--- config.mk ---
export PLATFORM = sky130hd
export DESIGN_NAME = dslot_pc_unit
export DESIGN_NICKNAME = d
export VERILOG_FILES = /design/src/rtl/dslot_pc_unit.sv
export SDC_FILE = /design/constraint.sdc
export NUM_CORES = 1
export LEC_CHECK = 0
export BUFFER_PORTS_ARGS = -buffer_cell sky130_fd_sc_hd__buf_2
export CAP_MARGIN = 25
export CORE_MARGIN = 2
export CORE_UTILIZATION = 53
export CTS_BUF_LIST = sky130_fd_sc_hd__clkbuf_16
export DETAILED_ROUTE_END_ITERATION = 8
export PLACE_DENSITY = 0.82
export SYNTH_ARGS = -nofsm -noshare
export SYNTH_HDL_FRONTEND = slang
export SYNTH_SLANG_ARGS = --single-unit
export TNS_END_PERCENT = 1
--- constraint.sdc ---
create_clock -name clk -period 4.2 [get_ports clk]
set_input_delay 0.84 -clock clk [delete_from_list [all_inputs] [get_ports clk]]
set_output_delay 0.84 -clock clk [all_outputs]
set_load 0.03 [all_outputs]
--- src/rtl/dslot_pc_unit.sv ---
module dslot_pc_unit #(
  parameter logic [31:0] START_PC = 32'h0040_0000
) (
  input  logic        clk,
  input  logic        rst,
  input  logic [31:0] insn,
  input  logic [31:0] rs_val,
  input  logic [31:0] rt_val,
  output logic [31:0] pc,
  output logic        xfer_taken,
  output logic        link_we,
  output logic [31:0] link_data
);

  logic [31:0] pc_q, tgt_q, tgt_d;
  logic        pend_q, take_d, link_d;

  wire [5:0]  op    = insn[31:26];
  wire [4:0]  rtsel = insn[20:16];
  wire [5:0]  fn    = insn[5:0];
  wire [31:0] seq4  = pc_q + 32'd4;
  wire [31:0] br_t  = seq4 + {{14{insn[15]}}, insn[15:0], 2'b00};
  wire [31:0] jp_t  = {pc_q[31:28], insn[25:0], 2'b00};
  wire        rs_neg  = rs_val[31];
  wire        rs_zero = (rs_val == 32'd0);

  always_comb begin
    take_d = 1'b0;
    link_d = 1'b0;
    tgt_d  = br_t;
    case (op)
      6'd0: if (fn == 6'd8 || fn == 6'd9) begin
              take_d = 1'b1;
              link_d = (fn == 6'd9);
              tgt_d  = rs_val;
            end
      6'd1: begin
              if (rtsel == 5'd0) take_d = rs_neg;
              else if (rtsel == 5'd1) take_d = !rs_neg;
            end
      6'd2: begin take_d = 1'b1; tgt_d = jp_t; end
      6'd3: begin take_d = 1'b1; link_d = 1'b1; tgt_d = jp_t; end
      6'd4: take_d = (rs_val == rt_val);
      6'd5: take_d = (rs_val != rt_val);
      6'd6: take_d = rs_neg || rs_zero;
      6'd7: take_d = !rs_neg && !rs_zero;
      default: ;
    endcase
  end

  always_ff @(posedge clk) begin
    if (rst) begin
      pc_q   <= START_PC;
      pend_q <= 1'b0;
      tgt_q  <= 32'd0;
    end else begin
      pc_q   <= pend_q ? tgt_q : seq4;
      pend_q <= take_d;
      tgt_q  <= tgt_d;
    end
  end

  assign pc         = pc_q;
  assign xfer_taken = take_d;
  assign link_we    = link_d;
  assign link_data  = pc_q + 32'd8;

endmodule

==> metrics.md, run 1 <==
| Metric | Value |
|---|---|
| I/O Buffers | `163` |
| Largest stage delay on the critical path | `0.35 ns` |
| Number of global-route vias before repair | `5266` |
| Worst Path Max Fanout | `7` |
| Period minus WS final | `3.87 ns` |
| Final-layout fill cell count | `884` |
| Initial Util | `0.538` |
| Final WS setup | `0.328 ns` |
| Most frequent cells in the layout | `buf_2, nor2_1, dfxtp_1` |
| Core Rows | `37` |
| Number of max-cap violations | `0` |
| DRT antenna net count | `0` |
| Final setup viols | `0` |
| Routed length per placed instance | `19.2 um` |
| Area of the core | `0.0101 mm^2` |
| Die Width | `105 um` |
| Cell taking the most area after synthesis | `dfxtp_1` |
| Vias per cell | `5.97` |
| H-tree levels | `3` |
| # IOs | `164` |
| Max stage delay cell, worst path | `ha_1` |
| Setup TNS | `0 ns` |
| Sequential area share after synthesis | `0.238` |
| Top cells by area, synth | `dfxtp_1, xor2_1, xnor2_1` |
| Area growth syn-to-layout | `22.7%` |
| DR pass1 iterations | `6` |
| Synthesized flop and latch total | `65` |
| Final Max Tran Viols | `0` |
| Status | `finished, final reports clean` |
| Commonest non-fill, non-tap cell in the layout | `buf_2` |
| Clk slew on worst S/H paths | `0.05 ns` |
| Hpwl dp | `14.8 mm` |
| Synth cell types | `61` |
| Clock Latency Late Sink | `0.34 ns` |
| EDFF count, synth | `0` |
| RSZ-0062 raised after global routing | `no` |
| Postcts setup bufs | `0` |
| Hold Vio Cnt, Final | `0` |
| CTS tree | `yes` |
| Kind of critical path | `flip-flop to flip-flop` |
| Syn Inst Count | `686` |
| First-pass GRT wire length | `28.4 mm` |
| Final Skew | `0.00943 ns` |
| Total GRT Usage | `0.329` |
| Post-Syn Area per Cell | `7.95 um^2` |
| Worst slack, placed | `0.202 ns` |
| Clock buffer count from CTS | `9` |
| Max Freq | `258 MHz` |
| Clk Tree Root Cell | `clkbuf_16` |
| # hold bufs at CTS | `0` |
| N_diodes | `0` |
| # DRC | `0` |
| Worst setup SP type | `flip-flop` |
| Grt total ovfl | `0` |
| Arr. time, crit path | `4.06 ns` |
| Routability cong. | `0.962` |
| Syn Nets | `818` |
| CTS sink cnt | `65` |
| Synth warn | `0` |
| Slew HR | `0.631` |
| DR vias | `5836` |
| CP required | `4.39 ns` |
| Post-Route WL | `18.8 mm` |
| Worst-margin pin slew | `0.553 ns` |
| Chip Height | `105 um` |
| Max clock buf depth | `2` |
| Pin count of the biggest net entering global routing | `51` |
| Type of the worst min-delay path | `flip-flop to flip-flop` |
| Final Cycle Share | `0.922` |
| Most used DFF post-synth | `dfxtp_1` |
| FFs w/ async S/R, synth | `0` |
| Share of the synthesized area in the top cell type | `0.238` |
| Worst-path cell chain | `buf_4, and4_1, and3_1, nand2_1, nor2_1, and3_1, nand3_1, xnor2_2, ha_1, a21oi_1, o21a_2, a21o_1, o21ai_1, a311oi_2, o31ai_1, a21oi_1, xnor2_1, o22ai_1` |
| Number of DRC markers in iteration 0 | `466` |
| Share of layout cells above drive strength 1 | `0.257` |
| CP Capture Type | `flip-flop` |
| Peak supply drop | `0.146 mV` |
| LEAKAGE | `3.13 nW` |
| Initial antenna violation count | `0` |
| Pwr dens | `275 mW/mm^2` |
| Fin nets | `969` |
| Die area | `0.0111 mm^2` |
| Mapped Area | `0.00546 mm^2` |
==> layer usage <==
metal  up-vias  track usage  routed length [um]
li1       2765            -                   -
met1      2714        0.458                8170
met2       335        0.532                8730
met3        22       0.0408                1580
met4         0       0.0962                 293
met5         -            0                   0
==> metrics by stage <==
stage	cell area, um^2	total power, W	utilization	cells	hold WS, ns
finish	6700	0.00184	0.661	978	0.474
global route	6700	0.00190	0.661	978	0.486
CTS	6680	0.00183	0.659	978	0.474
detailed placement	6390	0.00110	0.630	962	0.457
global placement	6390	0.00110	0.630	962	0.448
floorplan	5460	0.000943	-	686	0.420
==> area by class of cell <==
class                   instances  area [um^2]  share of cell area
clock buffers                   9          225              0.0336
clock inverters                 7         62.6             0.00934
inverters                      11         41.3             0.00616
multi-input cells             571         3960               0.591
flip-flops and latches         65         1300               0.195
well taps                     136          170              0.0254
repair buffers                179          936               0.140
==> power by group <==
group,total [W],leakage (nW),switching [W],internal [W]
combinational,0.000422,2.45,0.000256,0.000166
sequential,0.000679,0.534,0.0000243,0.000654
clock,0.000741,0.140,0.000288,0.000453
total,0.00184,3.13,0.000568,0.00127
==> sequential cells by signal, summed over array words and instances (netlist names) <==
name / cells
pc: 32
pend_q: 1
tgt_q: 32
==> cells by family after synthesis <==
logic type | after synthesis | share of synthesized area
DFF | 65 | 0.238
adders and majority gates | 34 | 0.0793
and+or+nand+nor | 259 | 0.248
xor gates and xnor gates | 114 | 0.188
muxes | 15 | 0.0275
AOI/OAI and AO/OA | 149 | 0.178
buffers and inverters | 50 | 0.0404
==> worst paths after layout <==
path | startpoint | to | slack, ns | cells past startpoint
max | pc[4] | tgt_q[31] | 0.33 | 18
min | tgt_q[21] | pc[21] | 0.47 | 2
max reg2reg | pc[4] | tgt_q[31] | 0.33 | 18
min reg2reg | tgt_q[21] | pc[21] | 0.47 | 2
==> critical path, delay by kind of cell, from the launching register on <==
kind                     cells  cell delay [ns]
buffers and inverters        1             0.13
flip-flops                   1             0.32
XOR/XNOR                     2             0.39
adder cells (fa/ha/maj)      1             0.35
AO/OA/AOI/OAI                8             1.39
AND/OR/NAND/NOR              6             1.14
==> cells in the mapped netlist (all sizes together) (17+ instances only) <==
| cell type | instances |
|---|---|
| clkbuf | 26 |
| a21oi | 49 |
| nand4 | 17 |
| nor2b | 17 |
| ha | 33 |
| nor4 | 19 |
| nand2 | 59 |
| a22oi | 30 |
| nor2 | 63 |
| dfxtp | 65 |
| xnor2 | 52 |
| xor2 | 62 |
| nor3 | 22 |
| nand3 | 18 |
==> what timing repair did <==
item,CTS,global route
resized for setup,0,6
setup endpoints to repair,0,6
endpoints found under the hold margin,0,0
(Power assumes the default switching activity.)
==> inputs of run 2 (changes only) <==
--- a/config.mk
+++ b/config.mk
@@ -5,10 +5,11 @@
 export SDC_FILE = /design/constraint.sdc
 export NUM_CORES = 1
 export LEC_CHECK = 0
+export ABC_AREA = 1
 export BUFFER_PORTS_ARGS = -buffer_cell sky130_fd_sc_hd__buf_2
 export CAP_MARGIN = 25
 export CORE_MARGIN = 2
-export CORE_UTILIZATION = 53
+export CORE_UTILIZATION = 55
 export CTS_BUF_LIST = sky130_fd_sc_hd__clkbuf_16
 export DETAILED_ROUTE_END_ITERATION = 8
 export PLACE_DENSITY = 0.82
==> run 2 against run 1 <==
  * Cell count grew 45%
  * Utilization shrank 0.11 points
  * Power grew 3.7%
  * Fmax grew 9.9%
  * Count of clock-buffer cells in the layout is the same
  * Flip-flop and latch count is the same
  * Hold slack lost 0.020 ns
  * Clock skew shrank 0.0020 ns
  * Synthesized area grew 21%
  * Sequential share of layout area shrank 2.8 points
  * Critical path type unchanged
  * Largest cell class unchanged
  * Largest power group unchanged
  * Highest routed layer unchanged
==> metrics.md, run 2 <==
| Metric | Value |
|---|---|
| Status | `finished, final reports clean` |
| Grt total ovfl | `0 (unchanged)` |
| Setup TNS | `0 ns (unchanged)` |
| Commonest non-fill, non-tap cell in the layout | `nand2_1` |
| Clk slew on worst S/H paths | `0.06 ns (about the same)` |
| Syn Nets | `1244 (+52%)` |
| Clock buffer count from CTS | `9 (unchanged)` |
| Die area | `0.0129 mm^2 (+16%)` |
| Routability cong. | `1.08 (+12%)` |
| Cell Int Power | `0.00129 W (+1.6%)` |
| # IOs | `164 (unchanged)` |
| CP Capture Type | `flip-flop` |
| Vias per cell | `5.36 (-10%)` |
| H-tree levels | `3 (unchanged)` |
| Final Skew | `0.00739 ns (-0.00204 ns)` |
| DR pass1 iterations | `6 (unchanged)` |
| Routed length per placed instance | `15.1 um (-21%)` |
| Sequential area share after synthesis | `0.197 (-0.0420)` |
| Synth warn | `0 (unchanged)` |
| I/O Buffers | `163 (unchanged)` |
| Most used DFF post-synth | `dfxtp_1` |
| Comb power frac | `0.251 (+0.022)` |
| Synthesized flop and latch total | `65 (unchanged)` |
| Kind of critical path | `flip-flop to flip-flop` |
| Post-Route WL | `21.5 mm (+14%)` |
| Power Total | `0.00191 W (+3.7%)` |
| Initial Util | `0.558 (+0.0200)` |
| Synth cell types | `45 (-26%)` |
| DRT antenna net count | `0 (unchanged)` |
| Hold Vio Cnt, Final | `0 (unchanged)` |
| Number of max-cap violations | `0 (unchanged)` |
| Final Max Tran Viols | `0 (unchanged)` |
| Top cells by area, synth | `dfxtp_1, nand2_1, inv_1` |
| Arr. time, crit path | `3.78 ns (-0.28 ns)` |
| Pwr dens | `244 mW/mm^2 (-11%)` |
| CTS sink cnt | `65 (unchanged)` |
| Commonest cells in the netlist | `nand2_1, inv_1, nor2_1` |
| Worst Path Max Fanout | `5 (-2)` |
| Hpwl dp | `17.4 mm (+18%)` |
| Post-Syn Area per Cell | `5.95 um^2 (-25%)` |
| Psw | `0.000617 W (+8.6%)` |
| Switching share of power | `0.323 (+0.0144)` |
| Clock power share | `0.391 (-0.011)` |
| Die Width | `114 um (+7.8%)` |
| Number of global-route vias before repair | `6770 (+29%)` |
| Area growth syn-to-layout | `18.1%` |
| Core Rows | `40 (+8.1%)` |
| Chip Height | `114 um (+7.8%)` |
| CP required | `4.46 ns (+0.07 ns)` |
| Slew HR | `0.460 (-0.171)` |
| LEAKAGE | `4.39 nW (+40%)` |
| Postcts setup bufs | `0 (unchanged)` |
| EDFF count, synth | `0 (unchanged)` |
| Type of the worst min-delay path | `flip-flop to flip-flop` |
| # hold bufs at CTS | `0 (unchanged)` |
| FFs w/ async S/R, synth | `0 (unchanged)` |
| Final setup viols | `0 (unchanged)` |
| Clk Tree Root Cell | `clkbuf_16` |
| # DRC | `0 (unchanged)` |
| Pin count of the biggest net entering global routing | `50 (-2.0%)` |
| Clock Latency Late Sink | `0.34 ns (about the same)` |
| Worst-margin pin slew | `0.809 ns (+0.256 ns)` |
| Most frequent cells in the layout | `nand2_1, inv_1, buf_2` |
| Worst setup SP type | `flip-flop` |
| Total GRT Usage | `0.330 (+0.000612)` |
| Initial antenna violation count | `0 (unchanged)` |
| Area of the core | `0.0119 mm^2 (+17%)` |
| Max Freq | `284 MHz (+9.9%)` |
| First-pass GRT wire length | `33.4 mm (+17%)` |
| CTS tree | `yes` |
| DR vias | `7603 (+30%)` |
| Number of DRC markers in iteration 0 | `756 (+62%)` |
| Share of layout cells above drive strength 1 | `0.185 (-0.0718)` |
| Period minus WS final | `3.52 ns (-0.349 ns)` |
| Max clock buf depth | `2 (unchanged)` |
| Seq pwr share | `0.359 (-0.010)` |
| Syn Inst Count | `1112 (+62%)` |
| Share of the synthesized area in the top cell type | `0.197 (-0.0420)` |
| Mapped Area | `0.00662 mm^2 (+21%)` |
| Top-count cell post-synth | `nand2_1` |
| Peak supply drop | `0.164 mV (+12%)` |
| RSZ-0062 raised after global routing | `no` |
| Cell taking the most area after synthesis | `dfxtp_1` |
| N_diodes | `0 (unchanged)` |
| Final Cycle Share | `0.839 (-0.0831)` |
| # resized after CTS | `0 (unchanged)` |
| Fin nets | `1399 (+44%)` |
## run 2: cell count changes in the layout (fill, tap and decap cells not counted), moves of 14 or more
cell / previous run / this run
inv_1: 12 / 166
nor2b_1: 17 / 0
mux2i_1: 15 / 0
nor4_1: 18 / 4
nand2_1: 58 / 323
nand3_1: 16 / 59
o21ai_0: 10 / 35
a22oi_1: 30 / 2
xor2_1: 62 / 41
nor2_1: 63 / 141
## run 2: through the flow
step	util	instance area [um^2]	worst slack (ns)	cells	hold slack, ns
3_5_place_dp	0.635	7530	0.788	1403	0.440
6_report	0.659	7820	0.677	1419	0.454
4_1_cts	0.659	7820	0.767	1419	0.452
3_3_place_gp	0.635	7530	0.813	1403	0.434
5_1_grt	0.659	7820	0.387	1419	0.483
2_1_floorplan	-	6620	1.08	1112	0.417
## run 2: cells by family after synthesis
logic type      after synthesis  synth area share
simple gates                601             0.400
buf+inv                     201             0.119
compound gates              130             0.111
xor+xnor                     81             0.108
flops                        65             0.197
fa+ha+maj                    34            0.0654
## run 2: final timing paths
kind                   from         to  slack [ns]  cells after the start
hold / removal    tgt_q[31]     pc[31]        0.45                      2
hold reg to reg   tgt_q[31]     pc[31]        0.45                      2
setup reg to reg      pc[4]  tgt_q[30]        0.68                     20
setup / recovery      pc[4]  tgt_q[30]        0.68                     20
## run 2: power groups by stage
stage	Sequential, W	Clock (W)	Combinational [W]
finish	0.000685	0.000746	0.000479
global route	0.000689	0.000779	0.000525
CTS	0.000684	0.000748	0.000472
detailed placement	0.000697	0	0.000469
global placement	0.000697	0	0.000463
floorplan	0.000710	0	0.000291
## run 2: area by class of cell
class	instances	area, um^2
clock buffers	9	225
clock inverters	7	70.1
fillers	1135	4040
inverters	179	672
multi-input cells	846	4530
flip-flops and latches	65	1300
well taps	147	184
repair buffers	166	838
## run 2: metal layers
| metal | track usage | wire (um) |
|---|---|---|
| met1 | 0.434 | 9030 |
| met2 | 0.552 | 9710 |
| met3 | 0.0468 | 2070 |
| met4 | 0.118 | 678 |
| met5 | 0 | 0 |
## run 2: worst max-delay path, cell delays in order, from the launching register on
cell      delay [ns]
dfxtp_1         0.42
ha_1            0.35
nand2_2         0.13
nor2_8          0.16
inv_2           0.08
nor2_2          0.13
inv_2           0.06
nor3_2          0.18
nand2_1         0.07
o21ai_1         0.22
inv_1           0.07
ha_1            0.35
nand2_1         0.09
nand2_1         0.07
o21bai_1        0.20
nand3b_1        0.30
nand2_1         0.14
nand2_1         0.06
nand2_1         0.06
nand3_1         0.10
a21oi_1         0.19
==> inputs of run 3 (changes only) <==
==> constraint.sdc (replaced) <==
create_clock -name clk -period 3.3 [get_ports clk]
set_input_delay 0.66 -clock clk [delete_from_list [all_inputs] [get_ports clk]]
set_output_delay 0.66 -clock clk [all_outputs]
set_load 0.03 [all_outputs]
==> run 3 against run 2 <==
  * Global-route usage increased by 0.31 points
  * Flip-flop and latch count unchanged
  * Routed wire length increased by 0.95%
  * Critical endpoint is now tgt_q[25]
==> metrics.md, run 3 (synthesis results as in run 2) <==
| Metric | Value |
|---|---|
| Status | `finished, final reports clean` |
| Worst-margin pin slew | `0.751 ns (-0.0586 ns)` |
| Die area | `0.0129 mm^2 (unchanged)` |
| Hold Vio Cnt, Final | `0 (unchanged)` |
| Grt total ovfl | `0 (unchanged)` |
| Most frequent cells in the layout | `nand2_1, inv_1, buf_2` |
| Clk Tree Root Cell | `clkbuf_16` |
| Arr. time, crit path | `3.29 ns (-0.49 ns)` |
| Clock Latency Late Sink | `0.34 ns (about the same)` |
| Clock buffer count from CTS | `9 (unchanged)` |
| Worst slack, placed | `0.126 ns (-0.661 ns)` |
| DR pass1 iterations | `6 (unchanged)` |
| Core Rows | `40 (unchanged)` |
| Pin count of the biggest net entering global routing | `49 (-2.0%)` |
| Max stage delay cell, worst path | `dfxtp_1` |
| Initial Util | `0.558 (unchanged)` |
| CP required | `3.51 ns (-0.95 ns)` |
| Pwr dens | `306 mW/mm^2 (+25%)` |
| DRT antenna net count | `0 (unchanged)` |
| Slew HR | `0.498 (+0.0386)` |
| Post-Place Cells | `1419 (+1.1%)` |
| H-tree levels | `3 (unchanged)` |
| CTS sink cnt | `65 (unchanged)` |
| Kind of critical path | `flip-flop to flip-flop` |
| Area growth syn-to-layout | `21.3%` |
| Worst setup SP type | `flip-flop` |
| Final WS setup | `0.219 ns (-0.458 ns)` |
| Reg-to-reg slack, setup | `0.22 ns (-0.46 ns)` |
| Critical path origin | `pc[10]` |
| Final Instance Count excl. Fillers | `1436 (+1.2%)` |
| # IOs | `164 (unchanged)` |
| Type of the worst min-delay path | `flip-flop to flip-flop` |
| FF-to-FF Start | `pc[10]` |
| Worst Path Max Fanout | `5 (unchanged)` |
| Clk slew on worst S/H paths | `0.06 ns (about the same)` |
| CP Capture Type | `flip-flop` |
| Max Freq | `325 MHz (+14%)` |
| Total GRT Usage | `0.333 (+0.00310)` |
| Final setup viols | `0 (unchanged)` |
| Initial antenna violation count | `0 (unchanged)` |
| Max clock buf depth | `2 (unchanged)` |
| Hold depth | `2 (unchanged)` |
| Hold EP | `pc[0]` |
| Chip Height | `114 um (unchanged)` |
| Most used cell, CP | `nand2_1` |
| # DRC | `0 (unchanged)` |
| Die Width | `114 um (unchanged)` |
| Area of the core | `0.0119 mm^2 (unchanged)` |
| Number of max-cap violations | `0 (unchanged)` |
| Hpwl dp | `17.9 mm (+2.8%)` |
| Final Max Tran Viols | `0 (unchanged)` |
| R2R Path End | `tgt_q[25]` |
| Routability cong. | `1.07 (-0.71%)` |
| Routed length per placed instance | `15.1 um (-0.25%)` |
| DR vias | `7658 (+0.72%)` |
| Min-delay src | `tgt_q[0]` |
| Largest stage delay on the critical path | `0.43 ns (about the same)` |
| I/O Buffers | `163 (unchanged)` |
| Number of DRC markers in iteration 0 | `753 (-0.40%)` |
| CTS tree | `yes` |
| Share of layout cells above drive strength 1 | `0.209 (+0.0247)` |
| Final Skew | `0.00683 ns (-0.000562 ns)` |
| Number of global-route vias before repair | `6869 (+1.5%)` |
| Fin nets | `1416 (+1.2%)` |
| Commonest non-fill, non-tap cell in the layout | `nand2_1` |
| R2R cell count | `17 (-15%)` |
| First-pass GRT wire length | `33.6 mm (+0.58%)` |
| Post-Route WL | `21.7 mm (+0.95%)` |
| Period minus WS final | `3.08 ns (-0.442 ns)` |
| N_diodes | `0 (unchanged)` |
| Vias per cell | `5.33 (-0.47%)` |
| LEAKAGE | `4.52 nW (+3.0%)` |
| Worst-path cell chain | `nand2_1, nor2_1, nand4_1, nor2_1, nand2_1, xor2_1, inv_1, ha_1, nand2_1, nor2_1, nand2_1, nor2_1, nand2_1, nand3_1, nand2_1, nand3_1, a21oi_1` |
| Hold Slack | `0.461 ns (+0.00771 ns)` |
| Peak supply drop | `0.193 mV (+18%)` |
| Final Cycle Share | `0.934 (+0.0948)` |
| Power Total | `0.00246 W (+29%)` |
[run 3: what timing repair did]
item / CTS / global route
resized for setup: 0 / 18
hold buffers: 0 / 0
hold endpoints to repair: 0 / 0
setup endpoints to repair: 0 / 18
buffers inserted: 0 / 1
[run 3: worst max path at each step]
| stage | to | depth (start not counted) |
|---|---|---|
| after floorplan | tgt_q[15] | 20 |
| after global placement | tgt_q[28] | 17 |
| after detailed placement | tgt_q[30] | 20 |
| after CTS | tgt_q[30] | 20 |
| after global routing | tgt_q[31] | 19 |
| final | tgt_q[25] | 17 |
[run 3: stage by stage]
stage,utilization,TNS (ns),area (um^2)
after floorplan,-,0,6620
after global placement,0.645,0,7650
after detailed placement,0.645,0,7650
after CTS,0.670,0,7940
after global routing,0.677,-0.000252,8030
final,0.677,0,8030
[run 3: cell type report]
type / count / area (um^2)
Timing Repair Buffer: 183 / 966
Inverter: 179 / 672
Sequential cell: 65 / 1300
Tap cell: 147 / 184
Fill cell: 1103 / 3830
Clock buffer: 9 / 225
Clock inverter: 7 / 70.1
Multi-Input combinational cell: 846 / 4610
[run 3: power by group]
group | leakage (nW) | internal [W] | switching (W)
Clock | 0.146 | 0.000584 | 0.000377
Sequential | 0.535 | 0.000837 | 0.0000321
Combinational | 3.84 | 0.000237 | 0.000394
[run 3: critical path, delay by kind of cell, from the launching register on]
| family | cells | cell delay, ns |
|---|---|---|
| buf+inv | 1 | 0.08 |
| simple gates | 13 | 1.79 |
| flops | 1 | 0.43 |
| compound gates | 1 | 0.07 |
| xor+xnor | 1 | 0.20 |
| fa+ha+maj | 1 | 0.37 |
[run 3: layer usage]
| layer | up-vias | routed length, um | part of all wire | GRT usage |
|---|---|---|---|---|
| li1 | 3822 | - | - | - |
| met1 | 3364 | 9130 | 0.42 | 0.436 |
| met2 | 404 | 9560 | 0.44 | 0.543 |
| met3 | 68 | 2060 | 0.095 | 0.0569 |
| met4 | 0 | 942 | 0.043 | 0.141 |
| met5 | - | 0 | 0 | 0 |
